===== src/rtl/cart_mapper_pkg.sv =====
package cart_mapper_pkg;

  // Strobes handed from the decode/control side to the datapath.
  typedef struct packed {
    logic pageLoad;   // capture the page number this cycle
    logic cntClear;   // zero the interval counter
    logic cntStep;    // advance the interval counter
  } mapper_strobe_t;

endpackage


===== src/rtl/cart_mapper_ctrl.sv =====
module cart_mapper_ctrl
  import cart_mapper_pkg::*;
#(
  parameter int          ADDR_W    = 16,
  parameter logic [15:0] DEC_MASK  = 16'hE060,
  parameter logic [15:0] DEC_VALUE = 16'h4020,
  parameter int          SEL_BIT   = 8
) (
  input  logic              clk,
  input  logic              rst,
  input  logic [ADDR_W-1:0] cpuAddr,
  input  logic              wrEn,
  input  logic              timerBit,
  output mapper_strobe_t    strobes
);

  localparam logic [ADDR_W-1:0] MASK  = ADDR_W'(DEC_MASK);
  localparam logic [ADDR_W-1:0] VALUE = ADDR_W'(DEC_VALUE);

  logic regionHit;
  logic pageHit;
  logic timerHit;
  logic timerOn;

  // Sparse decode: only the masked bits take part, bit SEL_BIT picks the target.
  always_comb begin
    regionHit = wrEn && ((cpuAddr & MASK) == VALUE);
    pageHit   = regionHit && !cpuAddr[SEL_BIT];
    timerHit  = regionHit &&  cpuAddr[SEL_BIT];
  end

  always_ff @(posedge clk) begin
    if (rst) begin
      timerOn <= 1'b0;
    end else if (timerHit) begin
      timerOn <= timerBit;
    end
  end

  always_comb begin
    strobes.pageLoad = pageHit;
    strobes.cntClear = rst || (timerHit && !timerBit);
    strobes.cntStep  = timerOn && !strobes.cntClear;
  end

  AST_START_RUNS: assert property (@(posedge clk) disable iff (rst)
    (timerHit && timerBit) |=> (strobes.cntStep || strobes.cntClear)) else $error("start lost");

  AST_PAGE_NOT_TIMER: assert property (@(posedge clk) disable iff (rst)
    (strobes.pageLoad && !timerOn) |=> !strobes.cntStep) else $error("page write ran timer");

endmodule


===== src/rtl/cart_mapper_datapath.sv =====
module cart_mapper_datapath
  import cart_mapper_pkg::*;
#(
  parameter int             ADDR_W      = 16,
  parameter int             BANK_W      = 4,
  parameter int             OFFSET_W    = 13,
  parameter int             TIMER_LIMIT = 4096,
  parameter logic [3:0]     BANK_LOW    = 4'hF,
  parameter logic [3:0]     BANK_W4     = 4'h8,
  parameter logic [3:0]     BANK_W5     = 4'h9,
  parameter logic [3:0]     BANK_TOP    = 4'hB
) (
  input  logic                       clk,
  input  logic                       rst,
  input  mapper_strobe_t             strobes,
  input  logic [BANK_W-1:0]          pageIn,
  input  logic [ADDR_W-1:0]          cpuAddr,
  input  logic                       rdEn,
  output logic [BANK_W+OFFSET_W-1:0] romAddr,
  output logic                       romEnable,
  output logic                       irqN
);

  localparam int WIN_W = ADDR_W - OFFSET_W;
  localparam int CNT_W = $clog2(TIMER_LIMIT + 1);
  localparam logic [CNT_W-1:0] CNT_END = CNT_W'(TIMER_LIMIT);
  localparam logic [WIN_W-1:0] WIN_FIRST = WIN_W'(3);

  logic [BANK_W-1:0] pageReg;
  logic [BANK_W-1:0] pagePerm;
  logic [BANK_W-1:0] bankSel;
  logic [WIN_W-1:0]  window;
  logic [CNT_W-1:0]  cnt;
  logic              cntDone;

  // Page register, no reset: power-up content is undefined on the real board.
  always_ff @(posedge clk) begin
    if (strobes.pageLoad) begin
      pageReg <= pageIn;
    end
  end

  // Bank bits [3:0] come from page bits 3,0,2,1.
  always_comb begin
    pagePerm = {pageReg[3], pageReg[0], pageReg[2], pageReg[1]};
  end

  always_comb begin
    window    = cpuAddr[ADDR_W-1:OFFSET_W];
    romEnable = rdEn && (window >= WIN_FIRST);
    unique case (window)
      3'd3:    bankSel = BANK_LOW;
      3'd4:    bankSel = BANK_W4;
      3'd5:    bankSel = BANK_W5;
      3'd6:    bankSel = pagePerm;
      3'd7:    bankSel = BANK_TOP;
      default: bankSel = '0;
    endcase
    romAddr = {bankSel, cpuAddr[OFFSET_W-1:0]};
  end

  // Interval counter: saturates at the limit so the request never re-fires.
  always_comb begin
    cntDone = (cnt == CNT_END);
  end

  always_ff @(posedge clk) begin
    if (strobes.cntClear) begin
      cnt <= '0;
    end else if (strobes.cntStep && !cntDone) begin
      cnt <= cnt + 1'b1;
    end
  end

  always_comb begin
    irqN = !cntDone;
  end

  AST_PAGE_HOLD: assert property (@(posedge clk) disable iff (rst)
    !strobes.pageLoad |=> $stable(pageReg)) else $error("page changed");

  AST_CLEAR_RESULT: assert property (@(posedge clk)
    strobes.cntClear |=> (cnt == '0) && irqN) else $error("clear failed");

  AST_NO_OVERFLOW: assert property (@(posedge clk) disable iff (rst)
    cnt <= CNT_END) else $error("count past limit");

  AST_IRQ_LATCHED: assert property (@(posedge clk) disable iff (rst)
    (!irqN && !strobes.cntClear) |=> !irqN) else $error("irq dropped");

  AST_STEP_ADVANCE: assert property (@(posedge clk) disable iff (rst)
    (strobes.cntStep && irqN) |=> (cnt == $past(cnt) + 1'b1)) else $error("no step");

endmodule


===== src/rtl/cart_bank_mapper.sv =====
module cart_bank_mapper
  import cart_mapper_pkg::*;
#(
  parameter int ADDR_W      = 16,
  parameter int DATA_W      = 8,
  parameter int BANK_W      = 4,
  parameter int OFFSET_W    = 13,
  parameter int TIMER_LIMIT = 4096
) (
  input  logic                       clk,
  input  logic                       rst,
  input  logic [ADDR_W-1:0]          cpuAddr,
  input  logic [DATA_W-1:0]          cpuData,
  input  logic                       wrEn,
  input  logic                       rdEn,
  output logic [BANK_W+OFFSET_W-1:0] romAddr,
  output logic                       romEnable,
  output logic                       irqN
);

  mapper_strobe_t strobes;
  logic           unusedDataBits;

  assign unusedDataBits = ^cpuData[DATA_W-1:BANK_W];

  cart_mapper_ctrl #(
    .ADDR_W   (ADDR_W),
    .DEC_MASK (16'hE060),
    .DEC_VALUE(16'h4020),
    .SEL_BIT  (8)
  ) i_ctrl (
    .clk     (clk),
    .rst     (rst),
    .cpuAddr (cpuAddr),
    .wrEn    (wrEn),
    .timerBit(cpuData[0]),
    .strobes (strobes)
  );

  cart_mapper_datapath #(
    .ADDR_W     (ADDR_W),
    .BANK_W     (BANK_W),
    .OFFSET_W   (OFFSET_W),
    .TIMER_LIMIT(TIMER_LIMIT)
  ) i_datapath (
    .clk      (clk),
    .rst      (rst),
    .strobes  (strobes),
    .pageIn   (cpuData[BANK_W-1:0]),
    .cpuAddr  (cpuAddr),
    .rdEn     (rdEn),
    .romAddr  (romAddr),
    .romEnable(romEnable),
    .irqN     (irqN)
  );

  AST_RESET_QUIET: assert property (@(posedge clk)
    rst |=> irqN) else $error("irq after reset");

  AST_WRITE_NO_ROM: assert property (@(posedge clk) disable iff (rst)
    (wrEn && !rdEn) |-> !romEnable) else $error("rom on write");

endmodule


===== config.mk =====
export PLATFORM = sky130hd
export DESIGN_NAME = cart_bank_mapper
export DESIGN_NICKNAME = d
export VERILOG_FILES = /design/src/rtl/cart_mapper_pkg.sv /design/src/rtl/cart_mapper_ctrl.sv /design/src/rtl/cart_mapper_datapath.sv /design/src/rtl/cart_bank_mapper.sv
export SDC_FILE = /design/constraint.sdc
export NUM_CORES = 1
export LEC_CHECK = 0
export ABC_AREA = 1
export ABC_CLOCK_PERIOD_IN_PS = 1400
export BUFFER_PORTS_ARGS = -buffer_cell sky130_fd_sc_hd__buf_2
export CAP_MARGIN = 10
export CELL_PAD_IN_SITES_DETAIL_PLACEMENT = 0
export CELL_PAD_IN_SITES_GLOBAL_PLACEMENT = 1
export CORE_MARGIN = 2
export CORE_UTILIZATION = 30
export DETAILED_ROUTE_END_ITERATION = 8
export GPL_TIMING_DRIVEN = 0
export PLACE_DENSITY_LB_ADDON = 0.3
export SLEW_MARGIN = 40
export SYNTH_ARGS = -nofsm -noshare
export SYNTH_HDL_FRONTEND = slang
export SYNTH_HIERARCHICAL = 1
export SYNTH_SLANG_ARGS = --single-unit

===== constraint.sdc =====
create_clock -name clk -period 1.4 [get_ports clk]
set_clock_uncertainty 0.1 [all_clocks]
set_input_delay 0.28 -clock clk [delete_from_list [all_inputs] [get_ports clk]]
set_output_delay 0.28 -clock clk [all_outputs]
set_load 0.005 [all_outputs]

==> reports/metrics.json, run 1 <==
{
  "critical-path-max-stage-delay_ns": 0.36,
  "switching_share_pct": 23.84,
  "number_of_antenna_violations_at_the_first_check_in_global_routing": 0,
  "io-pin-count": 47,
  "grt_first_pass_wirelength_um": 5043,
  "min_period_ns": 1.504,
  "cts.sink_count": 18,
  "start_util_pct": 31.81,
  "hold-path-cell-count": 1,
  "share_clk_of_total_power_pct": 36.8,
  "vias": 1250,
  "synth-async-reset-ratio_pct": 0,
  "postSynthAreaPerCell_um2": 6.842,
  "power_leakage_uw": 0.0007514,
  "layout_worst_path_cycle_share_pct": 107.4,
  "power_switching_uw": 249.2,
  "post_route_drc_violation_count": 0,
  "rsz0062_at_grt": "yes",
  "synth.ff_latch_count": 18,
  "max_cap_violations": 0,
  "floorplan.rows": 23,
  "detailedRoute.firstIterationViolations": 54,
  "path_clk_slew_ns": 0.07,
  "layout.filler_cells": 454,
  "share_comb_of_total_power_pct": 12.4,
  "worstSetupStartpoint": "i_datapath/cnt[2]",
  "timing.critical_path.slowest_stage_cell": "sky130_fd_sc_hd__dfxtp_2",
  "worst_pin_slew_ns": 0.2271,
  "maxSlewViolCount": 0,
  "crit_path_max_fanout": 6,
  "largest_delay_contributor_family_on_the_critical_path": "flip-flops",
  "dp.cells": 272,
  "fin_ws_ns": -0.1042,
  "design.core.area_um2": 4086,
  "dr_vias_cell": 4.371,
  "die_area_um2": 4876,
  "layout-area-overhead-vs-synth_pct": 37.54,
  "final_setup_viols": 13,
  "synth.yosys.warnings": 6,
  "cts-root-buf": "sky130_fd_sc_hd__clkbuf_8",
  "global_route.overflow_total": 0,
  "commonest_non_fill_non_tap_cell_in_the_layout": "sky130_fd_sc_hd__nand2_1",
  "fin_nets": 267,
  "die_height_um": 69.83,
  "post-layout-total-power_uw": 1045,
  "totalWireLength_um": 3040,
  "portBuffers": 32,
  "groute.usage.overall_pct": 12.65,
  "worstHoldStart": "cpuData[2]",
  "cts.hold.buffers_added": 0,
  "dp_hpwl_um": 2148,
  "post_drt_wl_per_cell_um": 10.63,
  "grt_start_max_net_pins": 11,
  "fin_worst_hold_slack_ns": 0.09659,
  "max_clock_buf_depth": 2,
  "pwr-share-seq_pct": 50.8,
  "critical_path.startpoint_type": "flop",
  "cp.arrival_ns": 1.12,
  "dr.pass1.iters": 4,
  "finalHoldViolCount": 0,
  "worst_ep_required_time_ns": 1.02,
  "place_congestion": 0.7172,
  "slew_headroom_pct": 84.86,
  "post_layout_cell_count": 286,
  "crit_cells": 5,
  "synth_enable_flop_cells": 4,
  "postSynthNetCount": 220,
  "drive_above_1_share_pct": 51.27,
  "layout_common_cells": "sky130_fd_sc_hd__nand2_1, sky130_fd_sc_hd__buf_2, sky130_fd_sc_hd__buf_4",
  "status": "complete, but fails checks",
  "power.density_nw_per_um2": 584.6,
  "cp_cell_sequence": "inv_2, nand2_2, nor2_4, nand3_1, buf_2",
  "pre_cts_ws_ns": -0.4161,
  "netlist_instances": 190,
  "holdCritPathClass": "primary input to flop",
  "synthesis.area_um2": 1300,
  "internal_power_uw": 796.1,
  "cp-end-kind": "output port",
  "htree_levels": 1,
  "synth_cell_types": 25,
  "clk_latency_ns": 0.26,
  "reg2reg_path_depth": 10,
  "worst_r2r_startpoint": "i_datapath/cnt[0]",
  "path_buf_inv": 2,
  "cts-buffers-inserted": 3,
  "path_class": "flop to output port",
  "max-vdd-ir-drop_mv": 0.3029,
  "fmax_ghz": 0.6648,
  "synth.yosys.seq_area_share_pct": 30.80,
  "first_global_vias": 1182,
  "fp.dieW_um": 69.83,
  "synth_flop_cell": "sky130_fd_sc_hd__dfxtp_1",
  "tritoncts_clock_tree": "built",
  "failed_checks": "negative setup slack",
  "antenna_cells": 0,
  "antenna_violating_nets_post_route": 0
}
per-layer routing:
layer  share of wire (%)  routed length [um]  GRT usage, %  vias to the layer above
li1                    -                   -             -                      674
met1                  49                1478         16.46                      548
met2                  47                1415         20.53                       24
met3                 3.2                  96         1.890                        4
met4                 1.6                  50         5.769                        0
met5                   0                   0             0                        -
power groups by stage:
stage               Clock [uW]  Sequential, uW  Combinational, uW
floorplan                    0             543               67.5
CTS                        398             531                129
global placement             0             543                124
finish                     385             531                129
global route               423             531                142
detailed placement           0             543                126
synth_stat cells, types with 4 or more instances:
master / instances / area (um2)
sky130_fd_sc_hd__a21oi_1: 7 / 35.03
sky130_fd_sc_hd__buf_4: 14 / 105.1
sky130_fd_sc_hd__dfxtp_1: 14 / 280.3
sky130_fd_sc_hd__edfxtp_1: 4 / 120.1
sky130_fd_sc_hd__inv_1: 22 / 82.58
sky130_fd_sc_hd__inv_2: 5 / 18.77
sky130_fd_sc_hd__nand2_1: 48 / 180.2
sky130_fd_sc_hd__nand2_2: 5 / 31.28
sky130_fd_sc_hd__nand3_1: 17 / 85.08
sky130_fd_sc_hd__nand4_1: 6 / 37.54
sky130_fd_sc_hd__nor2_1: 12 / 45.04
sky130_fd_sc_hd__nor2_2: 12 / 75.07
sky130_fd_sc_hd__o21ai_0: 5 / 25.02
stage by stage:
step / area, um2 / util [%] / setup TNS, ns
floorplan: 1300 / - / 0
global placement: 1523 / 37.26 / -4.341
detailed placement: 1523 / 37.26 / -4.362
CTS: 1684 / 41.21 / -0.7668
global route: 1788 / 43.75 / -1.804
finish: 1788 / 43.75 / -0.5977
state kept, by name (all words and copies together) (netlist names):
name / count
i_datapath/pageReg: 4
i_datapath/cnt: 13
i_ctrl/timerOn: 1
worst reg2reg max path, delay by kind of cell (launching register included):
family | cells | cell delay (ns)
flops | 1 | 0.34
fa+ha+maj | 1 | 0.13
buf+inv | 3 | 0.36
simple gates | 6 | 0.48
cells by family (layout without fill, tap and decap cells):
group                      Yosys count  count (layout)  share of synthesized area (%)
AOI/OAI and AO/OA                   14              14                          5.775
xor gates and xnor gates             3               3                          2.022
adders and majority gates            2               2                          1.925
buffers and inverters               47              91                          18.96
DFF                                 18              18                          30.80
and+or+nand+nor                    106             108                          40.52
area by class of cell:
cell class / count / area, um2 / share of cell area [%]
plain buffers: 18 / 136.4 / 7.628
clock buffers: 3 / 41.29 / 2.309
clock inverters: 1 / 3.754 / 0.2099
inverters: 28 / 107.6 / 6.018
multi-input cells: 127 / 789.5 / 44.16
flip-flops and latches: 18 / 411.6 / 23.02
well taps: 50 / 62.56 / 3.499
repair buffers: 41 / 235.2 / 13.16
final timing paths:
path	end	slack [ns]
max	irqN	-0.10
min	i_datapath/pageReg[2]	0.1
max reg2reg	i_datapath/cnt[10]	-0.06
min reg2reg	i_datapath/cnt[6]	0.39
repair_timing:
action | CTS | global route
resized for setup | 26 | 17
pin swaps | 9 | 8
endpoints found under the setup margin | 14 | 14
cloned | 1 | 2
setup buffers | 6 | 2
(Power assumes the default switching activity.)
==> run 2: changes to the inputs <==
==> constraint.sdc (replaced) <==
create_clock -name clk -period 1.4 [get_ports clk]
set_clock_uncertainty 0.1 [all_clocks]
set_input_delay 0.14 -clock clk [delete_from_list [all_inputs] [get_ports clk]]
set_output_delay 0.14 -clock clk [all_outputs]
set_load 0.005 [all_outputs]
==> reports/metrics.json, run 2 (synthesized netlist as in run 1, its figures left out) <==
{
  "tritoncts_clock_tree": "built",
  "path_class": "flop to output port",
  "start_util_pct": 31.81,
  "worst_pin_slew_ns": 0.1970,
  "grt_first_pass_wirelength_um": 4885,
  "vias": 1224,
  "dp_hpwl_um": 2148,
  "cp_cell_sequence": "inv_2, ha_4, nand2_4, nor2_4, nand3_1, buf_2",
  "design.core.area_um2": 4086,
  "path_buf_inv": 2,
  "cts.sink_count": 18,
  "post_route_drc_violation_count": 0,
  "fmax_ghz": 0.7153,
  "dr.pass1.iters": 4,
  "antenna_violating_nets_post_route": 0,
  "critical-path-max-stage-delay_ns": 0.36,
  "holdCritPathClass": "primary input to flop",
  "maxSlewViolCount": 0,
  "status": "finished, final reports clean",
  "drive_above_1_share_pct": 41.81,
  "rsz0062_at_grt": "yes",
  "cts-root-buf": "sky130_fd_sc_hd__clkbuf_8",
  "commonest_non_fill_non_tap_cell_in_the_layout": "sky130_fd_sc_hd__nand2_1",
  "grt_start_max_net_pins": 11,
  "fin_setup_tns_ns": 0,
  "power_leakage_uw": 0.0007346,
  "final_setup_viols": 0,
  "min_period_ns": 1.398,
  "global_route.overflow_total": 0,
  "layout-area-overhead-vs-synth_pct": 29.26,
  "layout_common_cells": "sky130_fd_sc_hd__nand2_1, sky130_fd_sc_hd__buf_2, sky130_fd_sc_hd__inv_1",
  "die_area_um2": 4876,
  "worst_setup_slack_for_register_to_register_paths_ns": 0.01,
  "final_cell_area_um2": 1680,
  "timing.critical_path.slowest_stage_cell": "sky130_fd_sc_hd__dfxtp_4",
  "power.density_nw_per_um2": 621.6,
  "htree_levels": 1,
  "floorplan.rows": 23,
  "finalHoldViolCount": 0,
  "max_cap_violations": 0,
  "path_clk_slew_ns": 0.07,
  "layout_worst_path_cycle_share_pct": 99.86,
  "post-layout-total-power_uw": 1045,
  "largest_reg_flops": 13,
  "worst_ep_required_time_ns": 1.16,
  "fin_nets": 263,
  "totalWireLength_um": 2749,
  "place_area_um2": 1523,
  "slew_headroom_pct": 86.87,
  "largest_delay_contributor_family_on_the_critical_path": "flip-flops",
  "io-pin-count": 47,
  "regMostFlops": "i_datapath/cnt",
  "dr_vias_cell": 4.340,
  "groute.usage.overall_pct": 12.23,
  "post_drt_wl_per_cell_um": 9.748,
  "cp-end-kind": "output port",
  "number_of_antenna_violations_at_the_first_check_in_global_routing": 0,
  "first_global_vias": 1145,
  "detailedRoute.firstIterationViolations": 26,
  "portBuffers": 32,
  "place_congestion": 0.7172,
  "cts-buffers-inserted": 3,
  "antenna_cells": 0,
  "crit_path_max_fanout": 4,
  "clk_latency_ns": 0.26,
  "fp.dieW_um": 69.83,
  "largest_registers": "i_datapath/cnt (13), i_datapath/pageReg (4), i_ctrl/timerOn (1)",
  "critical_path.startpoint_type": "flop",
  "die_height_um": 69.83,
  "max_clock_buf_depth": 2,
  "cp.arrival_ns": 1.16,
  "max-vdd-ir-drop_mv": 0.2956
}
-- run 2: cell types whose count changed in the layout (fill, tap and decap cells not counted), sizes merged --
cell,change
buf,-5
clkbuf,-1
dlygate4sd3,+4
nand2,-1
nand3,-1
-- run 2: power breakdown --
part	internal [uW]	switching, uW
clock	195	186
combinational	76.4	57.9
sequential	529	0.576
total	800	244
-- run 2: final timing paths --
kind              cells after the start              start                  to
hold reg to reg                       2  i_datapath/cnt[6]   i_datapath/cnt[6]
setup reg to reg                      9  i_datapath/cnt[1]  i_datapath/cnt[10]
setup / recovery                      6  i_datapath/cnt[1]                irqN
hold / removal                        4                rst      i_ctrl/timerOn
-- run 2: layout make-up --
| cell class | count | area [um2] |
|---|---|---|
| fillers | 468 | 2406 |
| multi-input cells | 125 | 696.9 |
| flip-flops and latches | 18 | 407.9 |
| repair buffers | 38 | 215.2 |
| plain buffers | 19 | 145.1 |
| inverters | 28 | 107.6 |
| well taps | 50 | 62.56 |
| clock buffers | 3 | 41.29 |
| clock inverters | 1 | 3.754 |
-- run 2: metal layers --
metal	GRT usage [%]	wire length, um	share of wire (%)	up-vias
li1	-	-	-	661
met1	16.28	1350	49	537
met2	19.68	1261	46	22
met3	1.744	87	3.2	4
met4	5.128	50	1.8	0
met5	0	0	0	-
-- run 2: through the flow --
| step | setup slack [ns] | hold slack, ns | cells | util (%) |
|---|---|---|---|---|
| 2_1_floorplan | 0.05247 | 0.1389 | 190 | - |
| 3_3_place_gp | -0.2874 | 0.2173 | 272 | 37.26 |
| 3_5_place_dp | -0.2761 | 0.2187 | 272 | 37.26 |
| 4_1_cts | -0.001054 | 0.03828 | 281 | 40.66 |
| 5_1_grt | -0.1131 | 0.04367 | 282 | 41.12 |
| 6_report | 0.001958 | 0.04165 | 282 | 41.12 |
-- run 2: repair_timing --
item | 4_1_cts | 5_1_grt
hold buffers | 4 | 0
gates resized for setup | 15 | 6
pin swaps | 5 | 0
setup endpoints to repair | 14 | 14
setup buffers | 1 | 1
endpoints found under the hold margin | 4 | 0
-- run 2: tightest hold or removal path: stages --
cell and delay (ns):
sky130_fd_sc_hd__buf_2 0.08, sky130_fd_sc_hd__inv_2 0.03, sky130_fd_sc_hd__nand2_2 0.07, sky130_fd_sc_hd__nor2_2 0.03
